**src/rtl/standby_wake_ctrl.sv**
```systemverilog
module standby_wake_ctrl #(
  parameter int NUM_KEYS    = 4,
  parameter int WAIT_CYCLES = 16
) (
  input  logic                clk,
  input  logic                rst_n,
  input  logic                req_valid,
  input  logic [3:0]          req_mode,
  input  logic                status_flag,
  input  logic [NUM_KEYS-1:0] wake_key,
  input  logic [NUM_KEYS-1:0] wake_en,
  output logic                osc_en,
  output logic                core_stall,
  output logic                sys_rst
);

  localparam int CNT_W = $clog2(WAIT_CYCLES + 1);
  localparam logic [3:0] OP_LIGHT = 4'b0001;
  localparam logic [3:0] OP_DEEP  = 4'b0010;
  localparam logic [CNT_W-1:0] LAST = CNT_W'(WAIT_CYCLES - 1);

  typedef enum logic [2:0] {
    S_RUN, S_LIGHT, S_DEEP, S_SETTLE, S_RSTP
  } state_t;

  state_t           st;
  logic [CNT_W-1:0] cnt;
  logic             wake;
  logic             op_ok;

  assign wake  = |(wake_key & wake_en);
  assign op_ok = (req_mode == OP_LIGHT) || (req_mode == OP_DEEP);

  always_ff @(posedge clk or negedge rst_n) begin
    if (!rst_n) begin
      st  <= S_RUN;
      cnt <= '0;
    end else begin
      case (st)
        S_RUN:
          if (req_valid) begin
            if (status_flag || !op_ok) st <= S_RSTP;
            else if (req_mode == OP_LIGHT) st <= S_LIGHT;
            else st <= S_DEEP;
          end
        S_LIGHT:
          if (wake) st <= S_RUN;
        S_DEEP:
          if (wake) begin
            st  <= S_SETTLE;
            cnt <= '0;
          end
        S_SETTLE:
          if (cnt == LAST) st <= wake ? S_RUN : S_DEEP;
          else cnt <= cnt + 1'b1;
        default:
          st <= S_RUN;
      endcase
    end
  end

  assign osc_en     = (st != S_DEEP);
  assign core_stall = (st == S_LIGHT) || (st == S_DEEP) || (st == S_SETTLE);
  assign sys_rst    = (st == S_RSTP);

endmodule

```
**config.mk**
```make
export PLATFORM = sky130hd
export DESIGN_NAME = standby_wake_ctrl
export DESIGN_NICKNAME = d
export VERILOG_FILES = /design/src/rtl/standby_wake_ctrl.sv
export SDC_FILE = /design/constraint.sdc
export NUM_CORES = 1
export LEC_CHECK = 0
export CORE_MARGIN = 5
export CORE_UTILIZATION = 30
export CTS_CLUSTER_SIZE = 10
export DETAILED_ROUTE_END_ITERATION = 7
export GPL_ROUTABILITY_DRIVEN = 1
export HOLD_SLACK_MARGIN = 0.12
export PLACE_DENSITY = 0.7
export SLEW_MARGIN = 20
export SYNTH_ARGS = -nofsm -noshare
export SYNTH_HDL_FRONTEND = slang
export SYNTH_SLANG_ARGS = --single-unit
```
**constraint.sdc**
```tcl
create_clock -name clk -period 2 [get_ports clk]
set_input_delay 0.2 -clock clk [delete_from_list [all_inputs] [get_ports clk]]
set_output_delay 0.2 -clock clk [all_outputs]
set_load 0.005 [all_outputs]
```
* Word level (Yosys, flattened, before mapping) *
Index checks and enable logic that the tools add are counted.

word-level totals
  register bits = 8
  input port bits = 16
  output and inout port bits = 3
  logic and storage cells = 38

cells by class
  add/sub/neg operators = 1
  equality and inequality tests = 13
  muxes and demuxes = 11
  bitwise operators = 1
  reductions and logical operators = 10

operators with widths
  kind                 number
  $mux 3               5
  $pmux 3 s4           1
  $mux 5               2
  $ne 2x2->1 const B   5
  $pmux 5 s2           1
  $eq 3x2->1 const B   2
  $add 5x1->5 const B  1
  $eq 5x4->1 const B   1
  $and 4x4->4          1
  $eq 4x1->1 const B   1
  $eq 4x2->1 const B   1
  $logic_or 1x1->1     4
  $mux 2               2
  $reduce_and 4->1     1
  $reduce_or 4->1      1
  $eq 3x1->1 const B   1
  $eq 3x3->1 const B   1
  $logic_not 3->1      1
  $ne 3x2->1 const B   1
  $reduce_and 3->1     1
  $reduce_bool 2->1    1
  $logic_not 1->1      1

* Logic depth before layout (Yosys ltp) *
Gate-level depths: netlist (run 1).

  word-level depth = 7
  gate-level depth with buffers = 7
  mapped depth without buffers = 7

* Worst setup path before layout (run 1) *
OpenSTA, ideal clock, no wires.

  path kind = register to register
  start point = reg cnt[0]
  end point = reg cnt[3]
  setup time = 118 ps
  arrival time = 1,549 ps
  required time = 1,882 ps
  path slack = 333 ps
  stages on the path, launching flop included = 8
  path buffers = 0
  period minus slack after synthesis = 1,667 ps
  cells stage by stage = dfrtp_1 -> ha_1 -> and3_1 -> ha_1 -> and4bb_2 -> nand4_1 -> xor2_1 -> nor2_1

between the ends
  longest elaborated chain between the ends = 3
  elaborated cells between the ends (all ways) = 6
  classes of those cells = add/sub (1); eq/ne (2); mux (2); reduce/logical (1)

ends and longest elaborated chain
  element                                         RTL line  text
  from (decl)                                     27        logic [CNT_W-1:0] cnt;
  from (signal assigned)                          55        else cnt <= cnt + 1'b1;
  $add 5x1->5 or $eq 5x4->1 (tied branches)       55, 54
  $mux 5 or $ne 2x2->1 (tied branches)            --
  $pmux 5 s2 or $reduce_and 3->1 (tied branches)  --

Parallel ways exist; a longest one is shown, timed or not. The select of a mux whose other input is x is not followed.
A chain may end at the register's enable or synchronous reset.

* Worst setup path after layout (run 1) *
  start point = reg st[0]
  end point = out osc_en

between the ends
  longest elaborated chain between the ends = 1

ends and longest elaborated chain
  element                 RTL line  text
  from (decl)             26        state_t st;
  from (signal assigned)  54        if (cnt == LAST) st <= wake ? S_RUN : S_DEEP;
  $ne 3x2->1              62        assign osc_en = (st != S_DEEP);
  to (decl)               12        output logic osc_en,

Every way passes these cells.

==> metrics.cfg, run 1 <==
[clock_network]
postCtsSetupRepairBufs = 0
ctsResizeCount = 0
cts_buffers = 3
cts_tree = yes
clock_latency_ns = 0.25
clk_path_buf_depth = 2
htreeDepth = 1
cts_sinks = 8
hold_buffers = 0
clk_pin_slew_ns = 0.05
root_buffer = clkbuf_4

[detailed_routing]
wl_per_cell_um = 12.5
wl_um = 1150
drtAntennaViolNets = 0
num_vias = 477
drt-pass1-iter-count = 3
drtIter0Drc = 5
drc = 0
drt-vias-per-instance = 5.18

[critical_path]
startpoint_type = flip-flop
worst_path_largest_cell_delay_ns = 0.48
critPathBufInv = 1
cp.required_ns = 1.80
cp_top_family = flip-flops
crit_end = osc_en
reg2regPathDepth = 7
rr_endpoint = cnt[3]$_DFFE_PN0P_
regToRegSetupSlack_ns = 0.21
cp.arrival_ns = 1.62
end_kind = output pin
path_depth = 2
crit_start = st[0]$_DFFE_PN0P_
path_max_fanout = 11
crit_type = reg -> out
worstReg2RegStart = cnt[0]$_DFFE_PN0P_
slowest_stage = dfrtp_1
path_cells = or3b_4, clkdlybuf4s50_1

[finish]
drive_gt1_frac = 0.0800
n_antenna_cell = 0
nets = 95
syn2layout_area_growth_pct = 39.0

[timing]
finalSetupTns_ns = 0
slew_headroom = 0.754
timing.final.crit_share = 0.910
setup_violations = 0
hold_ws_ns = 0.227
fmax_ghz = 0.550
tightestPinTransition_ns = 0.367
finClkSkew_ns = 0.00443
final_hold_viol_count = 0
fin_crit_ns = 1.82
rsz0062_at_grt = no
finalMaxSlewViolations = 0

[floorplanning]
num_rows = 15
coreArea_um2 = 1690
dieArea_um2 = 2690
dieWidth_um = 51.9
die_h_um = 51.9
num_io_pins = 19
initial_core_util = 0.311

[worst_hold_path]
hold_path_class = in -> async

[run_status]
outcome = completed

[pwr]
p_comb_frac = 0.271
leakage_nw = 0.307
p_sw_mw = 0.136
powerDensity_nw_per_um2 = 652
peakVddDrop_mv = 0.259
p_int_mw = 0.340
power_frac_seq = 0.475
power_switching_share = 0.285
p_clk_frac = 0.254

[logic_synthesis]
avgSynthCellArea_um2 = 9.38
synth-seq-cells = 8
syn_area_um2 = 526
yosys.cell_types.count = 27
yosysWarnings = 0
ys_seq_area_frac = 0.381
syn_inst = 56
syn_nets = 74

[placed_design]
place_congestion = 0.771
dp_hpwl_um = 954
place.port_buffers = 18

[grt]
grt_first_pass_wirelength_um = 1890
antenna_found_initial = 0
grt_pass1_vias = 452
grt_max_degree = 12
grt-ovfl-total = 0
track_usage = 0.0950

[flow_run]
cap_violations = 0

## sequential cells by signal, summed over array words and instances, names as in the netlist
register	cells
st	3
cnt	5
## stage by stage
step	setup WS [ns]	instances	cell area, um^2	utilization	power [mW]
floorplan	0.333	56	526	-	0.298
detailed placement	0.226	89	708	0.419	0.359
global placement	0.296	89	708	0.419	0.354
finish	0.181	92	731	0.433	0.476
global route	0.0891	92	731	0.433	0.512
CTS	0.173	92	731	0.433	0.481
## per-layer routing
layer  global-route usage  part of all wire
met2                0.151              0.46
met5                    0                 0
met3               0.0372             0.093
met1                0.108              0.45
met4               0.0524                 0
## worst min-delay path by stage
stage	depth (start not counted)	to	from
2_1_floorplan	0	cnt[0]$_DFFE_PN0P_	rst_n
3_3_place_gp	1	cnt[4]$_DFFE_PN0P_	rst_n
3_5_place_dp	1	cnt[4]$_DFFE_PN0P_	rst_n
4_1_cts	1	cnt[4]$_DFFE_PN0P_	rst_n
5_1_grt	1	cnt[4]$_DFFE_PN0P_	rst_n
6_report	1	cnt[4]$_DFFE_PN0P_	rst_n
## Yosys cell counts (all sizes together)
library cell,number,area [um^2]
a211oi,1,7.51
a21oi,2,10.0
a22o,2,17.5
a41oi,1,8.76
and2,1,6.26
and3,1,6.26
and4bb,1,12.5
buf,2,18.8
dfrtp,8,200
ha,2,25.0
inv,2,7.51
nand2,5,18.8
nand2b,1,6.26
nand3b,1,7.51
nand4,1,6.26
nand4bb,2,22.5
nor2,7,26.3
nor3,4,20.0
o21ai,3,15.0
o21ba,1,16.3
o21bai,1,7.51
o22ai,1,6.26
o2bb2ai,1,8.76
or3,1,6.26
or3b,1,11.3
xor2,3,26.3
## cell usage in the layout (no fill, tap or decap), types with 3 or more instances in the layout
cell type / instances
clkdlybuf4s50_1: 18
dfrtp_1: 8
nor2_1: 7
nand2_1: 5
nor3_1: 4
xor2_1: 3
o21ai_1: 3
clkbuf_4: 3
## logic make-up (layout without fill, tap and decap cells)
| kind of cell | after synthesis | after routing | synth area share |
|---|---|---|---|
| AOI/OAI and AO/OA | 13 | 13 | 0.186 |
| xor gates and xnor gates | 3 | 3 | 0.0500 |
| adders and majority gates | 2 | 2 | 0.0476 |
| buffers and inverters | 4 | 23 | 0.0500 |
| DFF | 8 | 8 | 0.381 |
| and+or+nand+nor | 26 | 26 | 0.286 |
## power by group through the flow
stage / sequential, mW / combinational (mW) / clock (mW)
2_1_floorplan: 0.220 / 0.0783 / 0
3_3_place_gp: 0.226 / 0.128 / 0
3_5_place_dp: 0.228 / 0.131 / 0
4_1_cts: 0.226 / 0.131 / 0.125
5_1_grt: 0.233 / 0.144 / 0.134
6_report: 0.226 / 0.129 / 0.121
## area by class of cell
class | count | area [um^2]
fillers | 179 | 958
multi-input cells | 44 | 299
flip-flops and latches | 8 | 200
repair buffers | 18 | 180
clock buffers | 3 | 22.5
well taps | 17 | 21.3
inverters | 2 | 7.51
(Power assumes the default switching activity.)
==> run 2, diff against run 1 <==
SKIP_LAST_GASP = 1   (was unset)
==> results of run 2 <==
Same layout as run 1: the final DEF is identical, and so are final timing and power.
==> run 3, diff against run 2 <==
CELL_PAD_IN_SITES_DETAIL_PLACEMENT = 1   (was unset)
CELL_PAD_IN_SITES_GLOBAL_PLACEMENT = 2   (was unset)
CORE_UTILIZATION = 24   (was 30)
PLACE_DENSITY = 0.87   (was 0.7)
==> run 3 against run 2 <==
Core utilization down 8.6 points. Via count up 3.1%. Critical path depth unchanged. Maximum frequency down 0.80%.
==> metrics.cfg, run 3 (synthesized netlist as in run 1, its figures left out) <==
[finish]
largestRegisters = cnt x5, st x3
final_common_cell = clkdlybuf4s50_1
nets = 95  ; unchanged
fin_util = 0.347  ; -0.0861
mostFrequentLayoutCells = 18 x clkdlybuf4s50_1, 8 x dfrtp_1, 7 x nor2_1
fillerInstances = 253  ; +41%
drive_gt1_frac = 0.0800  ; unchanged
top_register = cnt
syn2layout_area_growth_pct = 41.7
n_antenna_cell = 0  ; unchanged
largest_reg_flops = 5  ; unchanged

[critical_path]
rr_endpoint = cnt[3]$_DFFE_PN0P_
regToRegSetupSlack_ns = 0.19  ; -0.02 ns
path_max_fanout = 11  ; unchanged
end_kind = output pin
crit_type = reg -> out
cp.arrival_ns = 1.63  ; about the same
reg2regPathDepth = 7  ; unchanged
startpoint_type = flip-flop
crit_start = st[0]$_DFFE_PN0P_
cp.required_ns = 1.80  ; about the same
crit_end = osc_en
worstReg2RegStart = cnt[0]$_DFFE_PN0P_

[clock_network]
clk_path_buf_depth = 2  ; unchanged
hold_buffers = 0  ; unchanged
postCtsSetupRepairBufs = 0  ; unchanged
root_buffer = clkbuf_4
cts_tree = yes
clk_pin_slew_ns = 0.05  ; about the same
ctsResizeCount = 0  ; unchanged
htreeDepth = 1  ; unchanged
cts_sinks = 8  ; unchanged
clock_latency_ns = 0.25  ; about the same
cts_buffers = 3  ; unchanged

[grt]
antenna_found_initial = 0  ; unchanged
track_usage = 0.0975  ; +0.00255
grt-ovfl-total = 0  ; unchanged
grt_pass1_vias = 521  ; +15%
grt_first_pass_wirelength_um = 2340  ; +24%
grt_max_degree = 12  ; unchanged

[pwr]
powerDensity_nw_per_um2 = 654  ; +0.35%
leakage_nw = 0.307  ; unchanged
p_total_mw = 0.487  ; +2.2%
peakVddDrop_mv = 0.302  ; +17%

[floorplanning]
num_io_pins = 19  ; unchanged
coreArea_um2 = 2150  ; +27%
die_h_um = 56.8  ; +9.5%
initial_core_util = 0.245  ; -0.0665
dieArea_um2 = 3230  ; +20%
dieWidth_um = 56.8  ; +9.5%
num_rows = 17  ; +2

[detailed_routing]
num_vias = 492  ; +3.1%
met3_length_um = 78  ; -27%
wl_per_cell_um = 14.0  ; +12%
drc = 0  ; unchanged
drtAntennaViolNets = 0  ; unchanged
drt-pass1-iter-count = 3  ; unchanged
drtIter0Drc = 15  ; +10
wl_met1_um = 623  ; +21%
wl_um = 1440  ; +26%
wl_met2_um = 714  ; +36%
top_layer_used = met4
drt-vias-per-instance = 4.78  ; -7.9%

[timing]
finalMaxSlewViolations = 0  ; unchanged
fin_crit_ns = 1.83  ; +0.0147 ns
rsz0062_at_grt = no
finalSetupTns_ns = 0  ; unchanged
final_hold_viol_count = 0  ; unchanged
setup_violations = 0  ; unchanged
fmax_ghz = 0.545  ; -0.80%
timing.final.crit_share = 0.917  ; +0.00733
tightestPinTransition_ns = 0.369  ; +0.00209 ns
slew_headroom = 0.753  ; -0.00140
finClkSkew_ns = 0.00208  ; -0.00235 ns

[placed_design]
place_congestion = 0.789  ; +2.3%
dp_hpwl_um = 1160  ; +22%
place.port_buffers = 18  ; unchanged

[flow_run]
cap_violations = 0  ; unchanged

[run_status]
outcome = completed

[worst_hold_path]
hold_path_class = in -> async

[run 3: cell counts in the layout (fill, tap and decap cells not counted)]
Identical to the previous run, type by type.
[run 3: how the worst min path moves through the flow]
stage	startpoint	end	slack [ns]
2_1_floorplan	rst_n	cnt[0]$_DFFE_PN0P_	-0.1
3_3_place_gp	cnt[0]$_DFFE_PN0P_	cnt[0]$_DFFE_PN0P_	0.49
4_1_cts	rst_n	cnt[0]$_DFFE_PN0P_	0.23
6_report	rst_n	st[2]$_DFFE_PN0P_	0.23
5_1_grt	rst_n	cnt[0]$_DFFE_PN0P_	0.24
3_5_place_dp	rst_n	st[2]$_DFFE_PN0P_	0.51
[run 3: stage by stage]
step / instances / setup slack [ns] / instance area (um^2) / hold WS, ns
2_1_floorplan: 56 / 0.333 / 526 / -0.0956
3_3_place_gp: 100 / 0.285 / 722 / 0.493
3_5_place_dp: 100 / 0.235 / 722 / 0.506
4_1_cts: 103 / 0.161 / 744 / 0.229
5_1_grt: 103 / 0.0856 / 744 / 0.237
6_report: 103 / 0.166 / 744 / 0.228
[run 3: where the power goes]
group	leakage, nW	internal (mW)	total [mW]	switching, mW
combinational	0.196	0.0788	0.136	0.0569
sequential	0.0970	0.195	0.228	0.0327
clock	0.0138	0.0687	0.123	0.0546
[run 3: area by class of cell]
type,instances,area [um^2],area share
clock buffer,3,22.5,0.0303
timing repair buffer,18,180,0.242
sequential,8,200,0.269
multi-input combinational,44,299,0.402
inverter,2,7.51,0.0101
tap,28,35.0,0.0471
[run 3: metal layers]
layer,vias up,track usage
li1,243,-
met1,234,0.0981
met2,13,0.153
met3,2,0.0368
met4,0,0.0894
met5,-,0
[run 3: critical path, stage by stage (launching register included)]
cell and delay (ns):
dfrtp_1 0.49, or3b_4 0.44, clkdlybuf4s50_1 0.46
